## src/rtl/lvl_mask_pkg.sv

```systemverilog
package lvl_mask_pkg;
  // Position of the mask bit for level pat of group grp in the register word.
  function automatic int bit_pos(input int grp, input int pat, input int slots, input int dw);
    return dw - 1 - grp * slots - pat;
  endfunction
endpackage

```

## src/rtl/mask_bank.sv

```systemverilog
module mask_bank
  import lvl_mask_pkg::*;
#(
  parameter int LVL_W = 4,
  parameter int NGRP  = 2
) (
  input  logic                                   clk,
  input  logic                                   rst_n,
  input  logic                                   set_we,
  input  logic [NGRP*(1<<LVL_W)-1:0]             set_data,
  input  logic                                   clr_we,
  input  logic [NGRP*(1<<LVL_W)-1:0]             clr_data,
  output logic [NGRP-1:0][(1<<LVL_W)-2:0]        mask_q,
  output logic [NGRP*(1<<LVL_W)-1:0]             rd_data
);
  localparam int SLOTS = 1 << LVL_W;
  localparam int NPAT  = SLOTS - 1;
  localparam int DW    = NGRP * SLOTS;

  logic [NGRP-1:0][NPAT-1:0] mask_d;
  logic [NGRP-1:0][NPAT-1:0] mask_en;

  // next-state: clear wins over set
  always_comb begin
    for (int g = 0; g < NGRP; g++) begin
      for (int p = 0; p < NPAT; p++) begin
        mask_en[g][p] = (set_we & set_data[bit_pos(g, p, SLOTS, DW)]) |
                        (clr_we & clr_data[bit_pos(g, p, SLOTS, DW)]);
        mask_d[g][p]  = ~(clr_we & clr_data[bit_pos(g, p, SLOTS, DW)]);
      end
    end
  end

  always_ff @(posedge clk or negedge rst_n) begin
    if (!rst_n) begin
      mask_q <= '0;
    end else begin
      for (int g = 0; g < NGRP; g++) begin
        for (int p = 0; p < NPAT; p++) begin
          if (mask_en[g][p]) mask_q[g][p] <= mask_d[g][p];
        end
      end
    end
  end

  // read-back: reserved positions stay 0
  always_comb begin
    rd_data = '0;
    for (int g = 0; g < NGRP; g++) begin
      for (int p = 0; p < NPAT; p++) begin
        rd_data[bit_pos(g, p, SLOTS, DW)] = mask_q[g][p];
      end
    end
  end

  for (genvar g = 0; g < NGRP; g++) begin : g_chk_grp
    for (genvar p = 0; p < NPAT; p++) begin : g_chk_pat
      localparam int BP = bit_pos(g, p, SLOTS, DW);
      p_set_r2: assert property (@(posedge clk) disable iff (!rst_n)
        (set_we && set_data[BP] && !(clr_we && clr_data[BP])) |=> mask_q[g][p]);
      p_clr_r4: assert property (@(posedge clk) disable iff (!rst_n)
        (clr_we && clr_data[BP]) |=> !mask_q[g][p]);
      p_hold_r3: assert property (@(posedge clk) disable iff (!rst_n)
        (!(set_we && set_data[BP]) && !(clr_we && clr_data[BP])) |=> $stable(mask_q[g][p]));
    end
  end
endmodule

```

## src/rtl/lvl_gate.sv

```systemverilog
module lvl_gate #(
  parameter int LVL_W = 4
) (
  input  logic                    clk,
  input  logic                    rst_n,
  input  logic [LVL_W-1:0]        lvl,
  input  logic                    enc_en,
  input  logic                    hi_mask,
  input  logic [(1<<LVL_W)-2:0]   mask_vec,
  output logic                    req,
  output logic [LVL_W-1:0]        lvl_fwd
);
  localparam int NPAT = (1 << LVL_W) - 1;
  localparam logic [LVL_W-1:0] IDLE = '1;

  logic is_idle;
  logic lvl_masked;

  always_comb begin
    is_idle    = (lvl == IDLE);
    lvl_masked = 1'b1;
    for (int p = 0; p < NPAT; p++) begin
      if (lvl == p[LVL_W-1:0]) lvl_masked = mask_vec[p];
    end
    req     = !is_idle && enc_en && !hi_mask && !lvl_masked;
    lvl_fwd = lvl;
  end

  p_idle_r9: assert property (@(posedge clk) disable iff (!rst_n)
    (lvl == IDLE) |-> !req);
  p_gate_r10: assert property (@(posedge clk) disable iff (!rst_n)
    (!enc_en || hi_mask) |-> !req);
endmodule

```

## src/rtl/lvl_mask_unit.sv

```systemverilog
module lvl_mask_unit
  import lvl_mask_pkg::*;
#(
  parameter int LVL_W = 4,
  parameter int NGRP  = 2
) (
  input  logic                        clk,
  input  logic                        rst_n,
  input  logic                        set_we,
  input  logic [NGRP*(1<<LVL_W)-1:0]  set_data,
  input  logic                        clr_we,
  input  logic [NGRP*(1<<LVL_W)-1:0]  clr_data,
  output logic [NGRP*(1<<LVL_W)-1:0]  rd_data,
  input  logic [NGRP*LVL_W-1:0]       lvl_in,
  input  logic [NGRP-1:0]             grp_enc_en,
  input  logic [NGRP-1:0]             grp_hi_mask,
  output logic [NGRP-1:0]             req_out,
  output logic [NGRP*LVL_W-1:0]       lvl_out
);
  localparam int SLOTS = 1 << LVL_W;
  localparam int NPAT  = SLOTS - 1;
  localparam int DW    = NGRP * SLOTS;

  // reset: asserted asynchronously, released on a clock edge
  logic rst_meta_q, rst_sync_n;
  always_ff @(posedge clk or negedge rst_n) begin
    if (!rst_n) begin
      rst_meta_q <= 1'b0;
      rst_sync_n <= 1'b0;
    end else begin
      rst_meta_q <= 1'b1;
      rst_sync_n <= rst_meta_q;
    end
  end

  logic [NGRP-1:0][NPAT-1:0] mask_q;

  mask_bank #(.LVL_W(LVL_W), .NGRP(NGRP)) u_bank (
    .clk      (clk),
    .rst_n    (rst_sync_n),
    .set_we   (set_we),
    .set_data (set_data),
    .clr_we   (clr_we),
    .clr_data (clr_data),
    .mask_q   (mask_q),
    .rd_data  (rd_data)
  );

  for (genvar g = 0; g < NGRP; g++) begin : g_grp
    lvl_gate #(.LVL_W(LVL_W)) u_gate (
      .clk      (clk),
      .rst_n    (rst_sync_n),
      .lvl      (lvl_in[g*LVL_W +: LVL_W]),
      .enc_en   (grp_enc_en[g]),
      .hi_mask  (grp_hi_mask[g]),
      .mask_vec (mask_q[g]),
      .req      (req_out[g]),
      .lvl_fwd  (lvl_out[g*LVL_W +: LVL_W])
    );
    localparam int RSV = bit_pos(g, NPAT, SLOTS, DW);
    p_rsvd_r6: assert property (@(posedge clk) disable iff (!rst_sync_n)
      !rd_data[RSV]);
    p_fwd_r8: assert property (@(posedge clk) disable iff (!rst_sync_n)
      lvl_out[g*LVL_W +: LVL_W] == lvl_in[g*LVL_W +: LVL_W]);
  end
endmodule

```

## config.mk

```make
export PLATFORM = sky130hd
export DESIGN_NAME = lvl_mask_unit
export DESIGN_NICKNAME = d
export VERILOG_FILES = /design/src/rtl/lvl_mask_pkg.sv /design/src/rtl/mask_bank.sv /design/src/rtl/lvl_gate.sv /design/src/rtl/lvl_mask_unit.sv
export SDC_FILE = /design/constraint.sdc
export NUM_CORES = 1
export LEC_CHECK = 0
export BUFFER_PORTS_ARGS = -buffer_cell sky130_fd_sc_hd__buf_2
export CORE_MARGIN = 4
export CORE_UTILIZATION = 35
export CTS_CLUSTER_SIZE = 12
export DETAILED_ROUTE_END_ITERATION = 10
export HOLD_SLACK_MARGIN = 0.1
export PLACE_DENSITY = 0.73
export SYNTH_ARGS = -nofsm -noshare
export SYNTH_HDL_FRONTEND = slang
export SYNTH_SLANG_ARGS = --single-unit
export TNS_END_PERCENT = 30
```

## constraint.sdc

```tcl
create_clock -name clk -period 2.05 [get_ports clk]
set_input_delay 0.205 -clock clk [delete_from_list [all_inputs] [get_ports clk]]
set_output_delay 0.205 -clock clk [all_outputs]
set_load 0.05 [all_outputs]
```

==> qor.txt, run 1 <==
PnR worst setup slack: 0.0933 ns
Final Cycle Share: 0.954
Worst-Skew Late Latency: 0.27 ns
Initial cell density of the core: 0.371
Slew Viols, Final: 0
Avg Inst Size Synth: 10.4 µm²
Final #Nets: 355
CP Launch Type: flop
RSZ-0062 raised after global routing: false
Final Hold Viols: 0
FMAX: 0.511 GHz
Most common cell after layout, fill and taps aside: buf_2
Slew HR: 0.608
CP endpoint kind: output port
Clk root buf: clkbuf_8
WL/cell: 14.7 µm
Initial antenna violation count: 0
Ports: 122
Critical-path top delay cell: mux4_1
Die H: 74.0 µm
CP max stage delay: 0.50 ns
Leading area contributor after synthesis: dfrtp_1
First drt pass iteration count: 4
Worst path required time: 1.85 ns
Clk buf depth: 2
GR Util All Layers: 0.171
DIE AREA: 5480 µm²
Post-synth top area share: 0.525
DRT iter0 DRCs: 35
Worst VDD drop: 460 µV
Clock period minus worst slack: 1.96 ns
Core ar.: 4120 µm²
Post-synthesis sequential area ratio: 0.525
DIE WIDTH: 74.0 µm
Worst setup path class: flop to output port
Largest net degree at the start of global routing: 31
Hold_ws: 0.109 ns
Layout cell share with drive strength beyond 1: 0.465
Total chip power: 0.00185 W
Aggregate negative setup slack: 0 ns
Most frequent cells in the layout: buf_2, a21oi_1, dfrtp_1
Cell Pwr Density: 777 nW/µm²
CP max FO: 3
DRT Wirelength: 4790 µm
Vias per cell: 4.84
Synthesized area: 1530 µm²
Routability cong.: 0.698
Max_cap viols: 0
# fillers: 351
Cell row count: 23
Status: complete, no violations
Synth Instances: 146
Vias in the first global route: 1511
Pleak: 1.24 nW
Global-route wire length before repair: 7050 µm
Drt drc: 0
Cell Chain, Critical Path: mux4_1 -> a211oi_1 -> o211a_1 -> buf_6
P&R area growth vs syn: 56.1%
Clk pin slew, worst setup/hold paths: 0.06 ns
H-Tree Depth: 2
Final setup vio count: 0
Yosys reg bits: 32
Placed inst area: 2050 µm²
CTS Sinks: 32
Synth warn: 0
Hpwl dp: 3490 µm
Synth unique cells: 23
Top cells by area, synth: dfrtp_1, a21oi_1, buf_4
Skew final: 0.00156 ns
Worst Hold Class: primary input to flop
TritonCTS buffer count: 5
Worst-margin pin slew: 0.588 ns
Vias post-DR: 1574
Pre-CTS worst setup slack: 0.121 ns
Worst EP arrival: 1.75 ns
DRT antenna net count: 0
Total grt overflow: 0
Buffers on Ports: 115
CTS tree: done
Post-route cell area: 2380 µm²
Ant diodes: 0
[Yosys cell counts]
cell	count
nor3b_1	2
o211a_1	2
mux2i_1	6
inv_1	3
nor2_1	3
buf_6	1
mux4_2	3
mux4_1	1
a211oi_1	1
clkbuf_1	6
buf_2	1
a31oi_1	1
nor3_1	1
nor2b_1	1
o31a_1	1
a21oi_1	62
buf_4	12
nand3b_1	1
a2111oi_0	1
conb_1	2
o2111ai_1	1
nand2_1	2
dfrtp_1	32
[cells by family after synthesis]
logic type             synth area share
buffers and inverters            0.0919
and+or+nand+nor                  0.0345
AOI/OAI and AO/OA                 0.243
other                           0.00492
DFF                               0.525
muxes                             0.101
[report_power, final]
| group | switching (W) | internal (W) |
|---|---|---|
| registers | 0.0000564 | 0.000702 |
| clock network | 0.000200 | 0.000230 |
| logic | 0.000446 | 0.000215 |
[registers in the layout, indices dropped and copies added, names as in the netlist]
signal	flops
rst_sync_n	1
u_bank.mask_q	30
rst_meta_q	1
[critical path: cells and delay by family (launching register included)]
kind,cells,cell delay (ns)
muxes,1,0.50
DFF,1,0.40
buffers and inverters,1,0.16
AOI/OAI and AO/OA,2,0.43
[cell type report]
cell class | instances | area [µm²] | share of cell area
Multi-Input combinational cell | 92 | 594 | 0.250
Inverter | 3 | 11.3 | 0.00473
Clock buffer | 6 | 72.6 | 0.0305
Timing Repair Buffer | 141 | 835 | 0.350
Tap cell | 50 | 62.6 | 0.0263
Sequential cell | 32 | 801 | 0.336
Clock inverter | 1 | 5.00 | 0.00210
[timing repair]
action                                  4_1_cts  5_1_grt
endpoints found under the setup margin        1        1
hold endpoints to repair                     24        0
setup buffers                                 0        2
pin swaps                                     0        1
hold buffers                                 23        0
gates resized for setup                       3        1
[per-layer routing]
metal,GRT usage,vias to the layer above,part of all wire
li1,-,773,-
met1,0.194,713,0.38
met2,0.309,83,0.51
met3,0.0527,5,0.11
met4,0.0503,0,0.0092
met5,0,-,0
[path summary, 6_finish.rpt]
path / startpoint / to / slack (ns) / cells past startpoint
worst min register to register: rst_sync_n / u_bank.mask_q[22] / 0.23 / 0
min in group asynchronous: rst_sync_n / u_bank.mask_q[22] / 0.23 / 0
worst max-delay path: u_bank.mask_q[6] / req_out[0] / 0.09 / 4
worst min-delay path: clr_data[3] / u_bank.mask_q[27] / 0.11 / 2
worst max register to register: rst_sync_n / u_bank.mask_q[16] / 1.19 / 1
max in group asynchronous: rst_sync_n / u_bank.mask_q[16] / 1.19 / 1
[through the flow]
stage	instances	utilization
after floorplan	147	-
after global placement	293	0.497
after detailed placement	293	0.497
after CTS	323	0.574
after global routing	325	0.579
final	325	0.579
Power figures use the tool's default switching activity.
==> inputs of run 2 (changes only) <==
==> constraint.sdc (replaced) <==
create_clock -name clk -period 1.95 [get_ports clk]
set_input_delay 0.195 -clock clk [delete_from_list [all_inputs] [get_ports clk]]
set_output_delay 0.195 -clock clk [all_outputs]
set_load 0.05 [all_outputs]
==> qor.txt, run 2 (synthesis results as in run 1) <==
Core ar.: 4120 µm² (unchanged)
Final setup vio count: 0 (unchanged)
Drt drc: 0 (unchanged)
Vias in the first global route: 1618 (+7.1%)
Vias per cell: 4.93 (+1.9%)
CTS Sinks: 32 (unchanged)
Inst Count DP: 293 (unchanged)
Worst Hold Class: primary input to flop
Top flop regs: u_bank.mask_q (30), rst_meta_q (1), rst_sync_n (1)
Worst setup path class: flop to output port
DRT Wirelength: 4790 µm (about the same)
Post-layout util: 0.597 (+0.0179)
Non-filler instance count after layout: 330 (+1.5%)
Vias post-DR: 1628 (+3.4%)
Top Metal Used: met4
DIE WIDTH: 74.0 µm (unchanged)
Met2 WL post-DR: 2420 µm (-0.25%)
Routability cong.: 0.696 (-0.26%)
DRT antenna net count: 0 (unchanged)
RSZ-0062 raised after global routing: true
Pre-CTS worst setup slack: 0.105 ns (-0.0159 ns)
CTS tree: done
Max reg flops: 30 (unchanged)
Total grt overflow: 0 (unchanged)
WL/cell: 14.5 µm (-1.5%)
# fillers: 346 (-1.4%)
Final #Nets: 360 (+1.4%)
DRT iter0 DRCs: 65 (+86%)
Placed inst area: 2060 µm² (+0.61%)
Most frequent cells in the layout: buf_2, a21oi_1, dfrtp_1
Cell row count: 23 (unchanged)
Worst-margin pin slew: 0.623 ns (+0.0351 ns)
Met1 wire length: 1740 µm (-3.8%)
Most common cell after layout, fill and taps aside: buf_2
DIE AREA: 5480 µm² (unchanged)
Worst-Skew Late Latency: 0.27 ns (about the same)
Ports: 122 (unchanged)
Status: complete, no violations
Pleak: 1.27 nW (+2.1%)
Worst path required time: 1.75 ns (-0.10 ns)
FMAX: 0.519 GHz
First drt pass iteration count: 4 (unchanged)
Cell Pwr Density: 798 nW/µm² (+2.8%)
Clk buf depth: 2 (unchanged)
PnR worst setup slack: 0.0233 ns (-0.0700 ns)
Largest Register: u_bank.mask_q
Slew Viols, Final: 0 (unchanged)
CP endpoint kind: output port
Met3 routed wirelength: 572 µm (+12%)
Worst VDD drop: 476 µV (+3.5%)
Slew HR: 0.585 (-0.0234)
P&R area growth vs syn: 61.0%
Layout cell share with drive strength beyond 1: 0.468 (+0.00240)
Die H: 74.0 µm (unchanged)
Worst EP arrival: 1.73 ns (-0.02 ns)
Largest net degree at the start of global routing: 31 (unchanged)
Initial cell density of the core: 0.371 (unchanged)
Worst Setup SP: u_bank.mask_q[0]
Total chip power: 0.00196 W (+5.9%)
Initial antenna violation count: 0 (unchanged)
Global-route wire length before repair: 7390 µm (+4.8%)
Clk root buf: clkbuf_8
Worst Min Path Start: clr_data[21]
Clk pin slew, worst setup/hold paths: 0.06 ns (about the same)
R2r startpoint: u_bank.mask_q[5]
Hpwl dp: 3390 µm (-2.9%)
Clock period minus worst slack: 1.93 ns
CP Launch Type: flop
GR Util All Layers: 0.178 (+0.00631)
Buffers on Ports: 115 (unchanged)
Skew final: 0.00275 ns (+0.00119 ns)
Max_cap viols: 0 (unchanged)
Final Cycle Share: 0.988
Ant diodes: 0 (unchanged)
CP max FO: 3 (unchanged)
Final Hold Viols: 0 (unchanged)
H-Tree Depth: 2 (unchanged)
Post-route cell area: 2450 µm² (+3.1%)
TritonCTS buffer count: 5 (unchanged)
## run 2: cell types whose count changed in the layout (fill, tap and decap cells not counted)
cell           previous run  this run
a211oi_2                  0         1
buf_12                    0         1
a211oi_1                  1         0
buf_2                   114       113
nor2b_4                   0         1
mux4_1                    1         0
mux4_2                    3         4
dlygate4sd3_1            23        28
nor2b_1                   1         0
## run 2: cell type report
class,count,area [µm²],area share
Timing Repair Buffer,146,900,0.366
Sequential cell,32,801,0.326
Multi-Input combinational cell,92,603,0.246
Clock buffer,6,72.6,0.0296
Tap cell,50,62.6,0.0255
Inverter,3,11.3,0.00459
Clock inverter,1,5.00,0.00204
## run 2: critical path, cell delays in order, from the launching register on
cell	delay, ns
dfrtp_1	0.39
mux4_2	0.46
nor2b_4	0.14
a211oi_2	0.14
o211a_1	0.17
buf_6	0.16
## run 2: per-layer routing
metal,up-vias,global-route usage
met5,-,0
met2,89,0.317
met4,0,0.0483
li1,781,-
met1,751,0.202
met3,7,0.0622
## run 2: final timing paths
check / to / slack [ns] / cells past startpoint
max in group asynchronous: u_bank.mask_q[16] / 1.19 / 1
worst max-delay path: req_out[0] / 0.02 / 5
min in group asynchronous: rst_meta_q / 0.22 / 2
worst min-delay path: u_bank.mask_q[10] / 0.12 / 2
worst min register to register: u_bank.mask_q[22] / 0.26 / 0
worst max register to register: u_bank.mask_q[5] / 1.13 / 3
## run 2: power by group
group	leakage (nW)	internal [W]	total [W]	switching (W)
Sequential	0.385	0.000738	0.000797	0.0000589
Combinational	0.840	0.000240	0.000714	0.000475
Clock	0.0410	0.000242	0.000448	0.000206
Total	1.27	0.00122	0.00196	0.000740
## run 2: repair_timing
action / in CTS / in global routing
setup endpoints to repair: 1 / 2
endpoints found under the hold margin: 29 / 0
buffers inserted: 2 / 0
hold buffers: 28 / 0
pin swaps: 1 / 0
gates resized for setup: 4 / 6
## run 2: per-stage QoR
step / hold WS, ns / setup TNS, ns
after floorplan: -0.101 / 0
after global placement: -0.0167 / 0
after detailed placement: -0.0186 / 0
after CTS: 0.104 / 0
after global routing: 0.105 / -0.0338
final: 0.116 / 0
==> inputs of run 3 (changes only) <==
--- a/config.mk
+++ b/config.mk
@@ -7,11 +7,11 @@
 export LEC_CHECK = 0
 export BUFFER_PORTS_ARGS = -buffer_cell sky130_fd_sc_hd__buf_2
 export CORE_MARGIN = 4
-export CORE_UTILIZATION = 35
+export CORE_UTILIZATION = 39
 export CTS_CLUSTER_SIZE = 12
 export DETAILED_ROUTE_END_ITERATION = 10
 export HOLD_SLACK_MARGIN = 0.1
-export PLACE_DENSITY = 0.73
+export PLACE_DENSITY = 0.8
 export SYNTH_ARGS = -nofsm -noshare
 export SYNTH_HDL_FRONTEND = slang
 export SYNTH_SLANG_ARGS = --single-unit
==> qor.txt, run 3 (synthesis results as in run 1) <==
Sw Pwr: 0.000767 W (+3.6%)
Total grt overflow: 0 (unchanged)
Final Cycle Share: 1.04 (+0.0476)
Most common cell after layout, fill and taps aside: buf_2
Top Metal Used: met4
GR Util All Layers: 0.211 (+0.0337)
Pleak: 1.30 nW (+3.0%)
Cell row count: 22 (-4.3%)
FMAX: 0.495 GHz (-4.6%)
Most frequent cells in the layout: buf_2, a21oi_1, dfrtp_1
CP endpoint kind: output port
Post-layout util: 0.679 (+0.0823)
Net Sw Frac: 0.370 (-0.00736)
Cell Pwr Density: 821 nW/µm² (+2.9%)
Worst Min Path Start: set_data[28]
Vias in the first global route: 1822 (+13%)
Internal Power: 0.00130 W (+7.0%)
PnR worst setup slack: -0.0696 ns (-0.0928 ns)
Clock share of power: 0.257 (+0.028)
Ant diodes: 0 (unchanged)
Clk pin slew, worst setup/hold paths: 0.06 ns (about the same)
Final #Nets: 367 (+1.9%)
Max reg flops: 30 (unchanged)
CP max FO: 2 (-1)
Critical-path top delay cell: mux4_2
Clk root buf: clkbuf_8
Worst VDD drop: 462 µV (-3.1%)
Status: finished with violations
Ports: 122 (unchanged)
Slew Viols, Final: 0 (unchanged)
Flop pwr share: 0.386 (-0.021)
P&R area growth vs syn: 65.4%
Met2 WL post-DR: 2710 µm (+12%)
Skew final: 0.00514 ns (+0.00239 ns)
WL/cell: 15.8 µm (+8.5%)
Initial antenna violation count: 0 (unchanged)
Core ar.: 3720 µm² (-9.7%)
CP bufs+invs: 1 (unchanged)
DRT antenna net count: 0 (unchanged)
Crit path max-delay family: multiplexers
Worst EP arrival: 1.82 ns (+0.09 ns)
Initial cell density of the core: 0.410 (+0.0398)
Largest net degree at the start of global routing: 31 (unchanged)
Die H: 70.5 µm (-4.7%)
Worst setup path class: flop to output port
First drt pass iteration count: 4 (unchanged)
Gate power share: 0.357 (-0.008)
Drt drc: 0 (unchanged)
Worst-margin pin slew: 0.594 ns (-0.0287 ns)
H-Tree Depth: 2 (unchanged)
Hpwl dp: 3470 µm (+2.3%)
Met3 routed wirelength: 544 µm (-4.9%)
Clk buf depth: 2 (unchanged)
CTS tree: done
Worst Hold Class: primary input to flop
Routability cong.: 0.782 (+12%)
Final Hold Viols: 0 (unchanged)
Cell Chain, Critical Path: mux4_2 -> nor2b_4 -> a211oi_2 -> o211a_1 -> buf_6
Layout cell share with drive strength beyond 1: 0.474 (+0.00601)
TritonCTS buffer count: 5 (unchanged)
Buffers on Ports: 115 (unchanged)
DRT Wirelength: 5280 µm (+10%)
Worst Setup SP: u_bank.mask_q[5]
CTS Sinks: 32 (unchanged)
CP Launch Type: flop
# fillers: 278 (-20%)
CP max stage delay: 0.47 ns (about the same)
Vias per cell: 5.10 (+3.5%)
Global-route wire length before repair: 8290 µm (+12%)
Top flop regs: u_bank.mask_q (30), rst_meta_q (1), rst_sync_n (1)
Clock period minus worst slack: 2.02 ns (+0.0928 ns)
RSZ-0062 raised after global routing: true
Largest Register: u_bank.mask_q
Hold_ws: 0.192 ns (+0.0759 ns)
DIE AREA: 4980 µm² (-9.2%)
Vias post-DR: 1710 (+5.0%)
Slew HR: 0.604 (+0.0192)
DRT iter0 DRCs: 102 (+57%)
Aggregate negative setup slack: -0.0696 ns (-0.0696 ns)
Met1 wire length: 1930 µm (+11%)
Worst-Skew Late Latency: 0.27 ns (about the same)
Max_cap viols: 0 (unchanged)
Worst path required time: 1.75 ns (about the same)
DIE WIDTH: 70.5 µm (-4.7%)
R2r startpoint: u_bank.mask_q[0]
Pre-CTS worst setup slack: 0.0466 ns (-0.0583 ns)
Failing checks: negative setup slack
Final setup vio count: 1 (+1)
run 3: cell types whose count changed in the layout (fill, tap and decap cells not counted), sizes merged:
cell,delta
buf,+4
clkbuf,+1
clkinv,-1
dlygate4sd3,+3
run 3: worst paths after layout:
path                                endpoint  depth (start not counted)  slack, ns
hold / removal              u_bank.mask_q[3]                          3       0.19
setup reg to reg            u_bank.mask_q[0]                          3       1.06
setup / recovery                  req_out[0]                          5      -0.07
max in group asynchronous  u_bank.mask_q[27]                          1       1.09
hold reg to reg            u_bank.mask_q[21]                          0       0.22
min in group asynchronous  u_bank.mask_q[21]                          0       0.22
run 3: per-layer routing:
layer	GRT usage	vias to the layer above
met3	0.0653	12
met1	0.235	797
met4	0.0710	0
met5	0	-
met2	0.383	104
li1	-	797
run 3: area by class of cell:
type                       count  area [µm²]  area share
sequential                    32         801       0.317
tap                           48        60.1      0.0238
inverter                       3        11.3     0.00446
clock buffer                   7        96.3      0.0382
multi-input combinational     92         603       0.239
timing repair buffer         153         951       0.377
run 3: metrics by stage:
stage / cells / total power (W) / instance area [µm²]
CTS: 335 / 0.00208 / 2510
global placement: 292 / 0.00145 / 2050
floorplan: 147 / 0.00127 / 1530
finish: 335 / 0.00207 / 2520
detailed placement: 292 / 0.00146 / 2050
global route: 335 / 0.00217 / 2520
run 3: worst register-to-register path, cell delays in order, from the launching register on:
cell     delay, ns
dfrtp_1       0.38
buf_4         0.14
a21oi_1       0.16
a21oi_1       0.07
run 3: what timing repair did:
action | in CTS | in global routing
setup buffers | 5 | 0
hold buffers | 31 | 0
setup endpoints to repair | 1 | 2
hold endpoints to repair | 32 | 0
gates resized for setup | 6 | 4
pin swaps | 3 | 1
gates cloned | 0 | 0
run 3: power groups by stage:
stage	Clock [W]	Sequential (W)	Combinational, W
after global placement	0	0.000810	0.000642
after floorplan	0	0.00106	0.000208
after CTS	0.000550	0.000799	0.000728
after detailed placement	0	0.000813	0.000651
final	0.000533	0.000799	0.000739
after global routing	0.000582	0.000809	0.000781
